[config.mk]
export PLATFORM = sky130hd
export DESIGN_NAME = gpio_port
export DESIGN_NICKNAME = d
export VERILOG_FILES = /design/src/rtl/gpio_pkg.sv /design/src/rtl/gpio_sync.sv /design/src/rtl/gpio_regs.sv /design/src/rtl/gpio_port.sv
export SDC_FILE = /design/constraint.sdc
export NUM_CORES = 1
export LEC_CHECK = 0
export CAP_MARGIN = 20
export CORE_UTILIZATION = 40
export CTS_BUF_LIST = sky130_fd_sc_hd__clkbuf_16
export DETAILED_ROUTE_END_ITERATION = 10
export PLACE_DENSITY = 0.75
export SLEW_MARGIN = 20
export SYNTH_ARGS = -nofsm -noshare
export SYNTH_HDL_FRONTEND = slang
export SYNTH_SLANG_ARGS = --single-unit
[constraint.sdc]
create_clock -name clk -period 1.2 [get_ports clk]
set_clock_uncertainty 0.15 [all_clocks]
set_input_delay 0.12 -clock clk [delete_from_list [all_inputs] [get_ports clk]]
set_output_delay 0.12 -clock clk [all_outputs]
set_load 0.005 [all_outputs]
[src/rtl/gpio_pkg.sv]
package gpio_pkg;
  typedef enum logic [1:0] {
    REG_DIR  = 2'd0,
    REG_DRV  = 2'd1,
    REG_PADS = 2'd2,
    REG_NONE = 2'd3
  } gpio_reg_e;
endpackage

[src/rtl/gpio_sync.sv]
module gpio_sync #(
  parameter int W = 8
) (
  input  logic         clk,
  input  logic         rst_n,
  input  logic [W-1:0] async_in,
  output logic [W-1:0] sync_out
);
  logic [W-1:0] meta_q;
  logic [W-1:0] stab_q;

  always_ff @(posedge clk or negedge rst_n) begin
    if (!rst_n) begin
      meta_q <= '0;
      stab_q <= '0;
    end else begin
      meta_q <= async_in;
      stab_q <= meta_q;
    end
  end

  assign sync_out = stab_q;
endmodule

[src/rtl/gpio_regs.sv]
module gpio_regs
  import gpio_pkg::*;
#(
  parameter int PORT_W  = 8,
  parameter int PIN_CNT = 8
) (
  input  logic              clk,
  input  logic              rst_n,
  input  logic              wr_en,
  input  logic [1:0]        wr_addr,
  input  logic [PORT_W-1:0] wr_data,
  output logic [PORT_W-1:0] dir_q,
  output logic [PORT_W-1:0] drv_q
);
  localparam logic [PORT_W-1:0] PIN_MASK = PORT_W'((1 << PIN_CNT) - 1);

  logic dir_hit, drv_hit;
  assign dir_hit = wr_en && (gpio_reg_e'(wr_addr) == REG_DIR);
  assign drv_hit = wr_en && (gpio_reg_e'(wr_addr) == REG_DRV);

  always_ff @(posedge clk or negedge rst_n) begin
    if (!rst_n) begin
      dir_q <= '0;
      drv_q <= '0;
    end else begin
      if (dir_hit) dir_q <= wr_data & PIN_MASK;
      if (drv_hit) drv_q <= wr_data & PIN_MASK;
    end
  end


  p_dir_load_r2: assert property (@(posedge clk) disable iff (!rst_n)
    (wr_en && wr_addr == 2'd0) |=> (dir_q == ($past(wr_data) & PIN_MASK)));

  p_drv_load_r3: assert property (@(posedge clk) disable iff (!rst_n)
    (wr_en && wr_addr == 2'd1) |=> (drv_q == ($past(wr_data) & PIN_MASK)));

  p_dir_hold_r8: assert property (@(posedge clk) disable iff (!rst_n)
    !(wr_en && wr_addr == 2'd0) |=> $stable(dir_q));
  p_drv_hold_r8: assert property (@(posedge clk) disable iff (!rst_n)
    !(wr_en && wr_addr == 2'd1) |=> $stable(drv_q));
endmodule

[src/rtl/gpio_port.sv]
module gpio_port
  import gpio_pkg::*;
#(
  parameter int PORT_W  = 8,
  parameter int PIN_CNT = 8
) (
  input  logic              clk,
  input  logic              rst_n,
  input  logic [1:0]        bus_addr,
  input  logic [PORT_W-1:0] bus_wdata,
  input  logic              bus_we,
  output logic [PORT_W-1:0] bus_rdata,
  input  logic [PORT_W-1:0] pad_in,
  output logic [PORT_W-1:0] pad_oe,
  output logic [PORT_W-1:0] pad_do,
  output logic [PORT_W-1:0] pad_pu
);
  localparam logic [PORT_W-1:0] PIN_MASK = PORT_W'((1 << PIN_CNT) - 1);

  logic [PORT_W-1:0] dir_q, drv_q, pads_s;

  gpio_regs #(.PORT_W(PORT_W), .PIN_CNT(PIN_CNT)) u_regs (
    .clk(clk), .rst_n(rst_n), .wr_en(bus_we), .wr_addr(bus_addr),
    .wr_data(bus_wdata), .dir_q(dir_q), .drv_q(drv_q)
  );

  gpio_sync #(.W(PORT_W)) u_sync (
    .clk(clk), .rst_n(rst_n), .async_in(pad_in & PIN_MASK), .sync_out(pads_s)
  );

  for (genvar i = 0; i < PORT_W; i++) begin : g_pin
    if (i < PIN_CNT) begin : g_real
      assign pad_oe[i] = dir_q[i];
      assign pad_do[i] = dir_q[i] & drv_q[i];
      assign pad_pu[i] = ~dir_q[i] & drv_q[i];
    end else begin : g_absent
      assign pad_oe[i] = 1'b0;
      assign pad_do[i] = 1'b0;
      assign pad_pu[i] = 1'b0;
    end
  end

  always_comb begin
    unique case (gpio_reg_e'(bus_addr))
      REG_DIR:  bus_rdata = dir_q;
      REG_DRV:  bus_rdata = drv_q;
      REG_PADS: bus_rdata = pads_s;
      default:  bus_rdata = '0;
    endcase
  end

  // no pin both drives and pulls up
  p_oe_pu_excl_r5: assert property (@(posedge clk) disable iff (!rst_n)
    (pad_oe & pad_pu) == '0);

  p_rd_masked_r7: assert property (@(posedge clk) disable iff (!rst_n)
    (bus_rdata & ~PIN_MASK) == '0);
  p_pad_masked_r7: assert property (@(posedge clk) disable iff (!rst_n)
    ((pad_oe | pad_do | pad_pu) & ~PIN_MASK) == '0);

  p_unused_zero_r8: assert property (@(posedge clk) disable iff (!rst_n)
    (bus_addr == 2'd3) |-> (bus_rdata == '0));
endmodule

# Word level (Yosys, flattened, before mapping)
# Cells that the tools add are included.
[op_classes]
eq_ne = 2
bitwise_logic = 24
mux = 1
n_reduce_logical = 3
[ops]
columns = ["cell", "count"]
rows = [
  ["$pmux 8 s3", 1],
  ["$and 1x1->1", 16],
  ["$not 1->1", 8],
  ["$eq 2x1->1 const B", 1],
  ["$eq 2x2->1 const B", 1],
  ["$logic_and 1x1->1", 2],
  ["$logic_not 2->1", 1],
]
[word_totals]
output_inout_bits = 32
elab_cells = 34
in_bits = 21
regBits = 32

# Longest topological paths before layout
[logic_depth]
word_depth = 2
depth_mapped = 4

# Modules after synthesis
# Synthesis repeated with hierarchy kept, for this count alone.
[unflattened]
hier_cells = 86
hier_area_um2 = 1308.8
[by_module_without_submodules]
columns = ["mod", "cells_each", "seq_area_each_um2", "n_inst", "area_each_um2"]
rows = [
  ["gpio_regs", 34, 400.4, 1, 610.6],
  ["gpio_sync", 16, 400.4, 1, 400.4],
  ["gpio_port", 36, 0.0, 1, 297.8],
]

# Least setup slack after synthesis
# Ideal clock, no wire load.
[synth_path]
path_type = "input to register"
startpoint = "in bus_addr[0]"
endpoint = "reg u_regs.dir_q[0]"
path_buffers = 0
arrival_ns = 0.818
required_ns = 0.925
stages = 2
setup_time_ns = 0.125
slack_ns = 0.107
cell_sequence = "nor3b_4 mux2_2"
[synth_via]
elab_chain_cells = 2
[synth_lines]
columns = ["element", "line", "source"]
rows = [
  ["from (decl)", "gpio_port.sv:9", "input logic [1:0] bus_addr,"],
  ["$logic_not 2->1", "gpio_regs.sv:18", "assign dir_hit = wr_en && (gpio_reg_e'(wr_addr) == REG_DIR);"],
  ["$logic_and 1x1->1", "gpio_regs.sv:18", ""],
  ["to (signal assigned)", "gpio_regs.sv:26", "if (dir_hit) dir_q <= wr_data & PIN_MASK;"],
  ["to (decl)", "gpio_regs.sv:12", "output logic [PORT_W-1:0] dir_q,"],
]
# Every way passes these cells.
# A chain may end at the register's enable or synchronous reset.

# Worst setup path in the final report
[layout_path]
startpoint = "reg u_regs.dir_q[0]"
endpoint = "out bus_rdata[0]"
[layout_via]
elab_chain_cells = 1
[layout_lines]
columns = ["element", "line", "source"]
rows = [
  ["$pmux 8 s3", "gpio_port.sv:44", "unique case (gpio_reg_e'(bus_addr))"],
  ["to (decl)", "gpio_port.sv:12", "output logic [PORT_W-1:0] bus_rdata,"],
]
# Every way passes these cells.

==> metrics.yaml <==
run_status: "finished with violations"
violations: "negative setup slack"
syn_avg_cell_area_um2: 15.1
drc: 0
wirelength_mm: 3.06
clk_pin_slew_ps: 50
yosysTopAreaCell: "dfrtp_1"
post-dp-hpwl_mm: 2.03
critPathMaxFanout: 3
htreeDepth: 2
overflow: 0
start_util: 0.422
clock_path_buffers: 2
p_leak_nw: 1.06
synth_warnings: 0
die_w_um: 59.0
fillerInstances: 211
finalHoldViolations: 0
hp-class: "in2async"
wl_per_cell_um: 14.3
rsz0062_at_grt: "yes"
cts_tree: "built"
utilization: 0.720
timing.fmax_mhz: 725
slew_viol_final: 0
synth_fp_nets: 107
crit_required_ps: 930
dieArea_um2: 3480
cts_buffers: 5
ff2ff_path_depth: 3
layout_setup_ws_ps: -179
grt_pass1_vias: 1090
io_buffer_count: 52
power_mw: 3.44
start_kind: "flip-flop"
rows: 20
ant_nets: 0
root_buffer: "clkbuf_16"
cts_hold_buf: 0
critPathCaptureType: "output port"
finalCriticalPeriod_ps: 1380
synth_top_area_frac: 0.616
layout-drive-gt1-share: 0.532
core_um2: 3080
p_per_area_nw_per_um2: 1550
worst_pin_slew_ps: 216
ir_worst_vdd_mv: 1.04
ys_types: 11
criticalPathCategory: "reg2out"
syn2layout_area_growth_pct: 70.4
pin_count: 53
antenna_cells: 0
grt_start_max_net_pins: 33
drt_pass1_iterations: 3
crit_arrival_ps: 1110
slew_headroom: 0.856
setup_violations: 25
grt_pass1_wl_mm: 5.10
synth-seq-cells: 32
post-route-period-util: 1.15
routed_via_density: 4.62
cp_slowest_cell: "dfrtp_1"
yosysSeqAreaShare: 0.616
drtIter0Drc: 14
cts_sinks: 32
worstSkewPairLatency_ps: 270
die_y_um: 59.0
antenna_found_initial: 0
grt_usage: 0.207
dpl_cell_area_um2: 1980
nNetsFinal: 191
gp_congestion: 0.680
crit_path_cell_trace: "buf_6, mux2i_1, o2bb2ai_1, buf_2"
max_stage_delay_ps: 410
final_cell_area_um2: 2210
syn-instance-count: 86
synthTopCellsByArea: "dfrtp_1, mux2_2, mux2i_1"
via_count: 994
syn_area_um2: 1300
drv_cap: 0
finalSetupTns_ps: -2030
-- report_power, final --
group / internal, mW / total (mW) / switching, mW
registers: 1.21 / 1.31 / 0.102
clock network: 0.750 / 1.16 / 0.413
logic: 0.647 / 0.961 / 0.314
-- cell families (layout without fill, tap and decap cells) --
logic type | after synthesis | count (layout) | share of synthesized area
and+or+nand+nor | 19 | 19 | 0.112
buffers and inverters | 3 | 88 | 0.0183
AOI/OAI and AO/OA | 8 | 8 | 0.0539
DFF | 32 | 32 | 0.616
muxes | 24 | 24 | 0.200
-- layout by cell type, fill, tap and decap left out --
cell type,n
buf_4,9
and2_4,4
and2_1,4
dfrtp_1,32
buf_6,26
buf_2,21
dlygate4sd2_1,2
mux2_4,1
mux2_2,15
clkinv_1,1
clkinv_2,2
nor2b_4,1
nor3b_4,1
nand3b_4,1
buf_12,3
clkbuf_2,2
clkdlybuf4s50_1,17
mux2i_1,8
clkbuf_16,5
nor2b_1,8
o2bb2ai_1,8
-- critical path: cells and delay by family, from the launching register on --
| kind | cells | cell delay, ps |
|---|---|---|
| AOI/OAI and AO/OA | 1 | 70 |
| buffers and inverters | 2 | 250 |
| DFF | 1 | 410 |
| muxes | 1 | 110 |
-- synth_stat cells --
| cell | instances |
|---|---|
| nand3b_4 | 1 |
| buf_6 | 1 |
| nor2b_1 | 9 |
| and2_1 | 8 |
| nor3b_4 | 1 |
| mux2i_1 | 8 |
| mux2_2 | 16 |
| dfrtp_1 | 32 |
| buf_4 | 1 |
| o2bb2ai_1 | 8 |
| buf_2 | 1 |
-- path summary, 6_finish.rpt --
check                                      start                  to  slack, ps
worst max-delay path             u_regs.dir_q[0]        bus_rdata[0]       -180
worst min-delay path                       rst_n  u_sync.sync_out[6]         60
max in group asynchronous                  rst_n    u_sync.meta_q[1]        670
min in group clk                       pad_in[6]    u_sync.meta_q[6]        140
worst min register to register  u_sync.meta_q[1]  u_sync.sync_out[1]        190
worst max register to register   u_regs.dir_q[0]     u_regs.dir_q[0]         20
-- layer usage --
layer | wire [um] | share of wire | vias to the layer above | track usage
li1 | - | - | 471 | -
met2 | 1660 | 0.54 | 37 | 0.372
met1 | 1180 | 0.38 | 480 | 0.230
met3 | 191 | 0.062 | 6 | 0.0633
met5 | 0 | 0 | - | 0
met4 | 40 | 0.013 | 0 | 0.0714
-- sequential cells by signal, indices dropped and copies added (netlist names) --
register	count
u_regs.dir_q	8
u_regs.drv_q	8
u_sync.meta_q	8
u_sync.sync_out	8
-- area by class of cell --
| cell class | count | area [um2] | share of cell area |
|---|---|---|---|
| multi-input cells | 51 | 497 | 0.224 |
| flip-flops and latches | 32 | 801 | 0.362 |
| clock buffers | 5 | 125 | 0.0565 |
| clock inverters | 3 | 13.8 | 0.00621 |
| well taps | 44 | 55.1 | 0.0249 |
| repair buffers | 80 | 723 | 0.327 |
-- per-stage QoR --
| stage | hold WS (ps) | instances | setup WS, ps |
|---|---|---|---|
| final | 57.7 | 215 | -179 |
| after global routing | 88.9 | 215 | -230 |
| after CTS | 61.8 | 214 | -177 |
| after detailed placement | 186 | 194 | -732 |
| after global placement | 182 | 194 | -681 |
| after floorplan | -326 | 86 | 107 |
-- timing repair --
item / in CTS / in global routing
pin swaps: 15 / 3
resized for setup: 155 / 11
buffers inserted: 13 / 2
endpoints found under the setup margin: 48 / 39
Power figures use the tool's default switching activity.
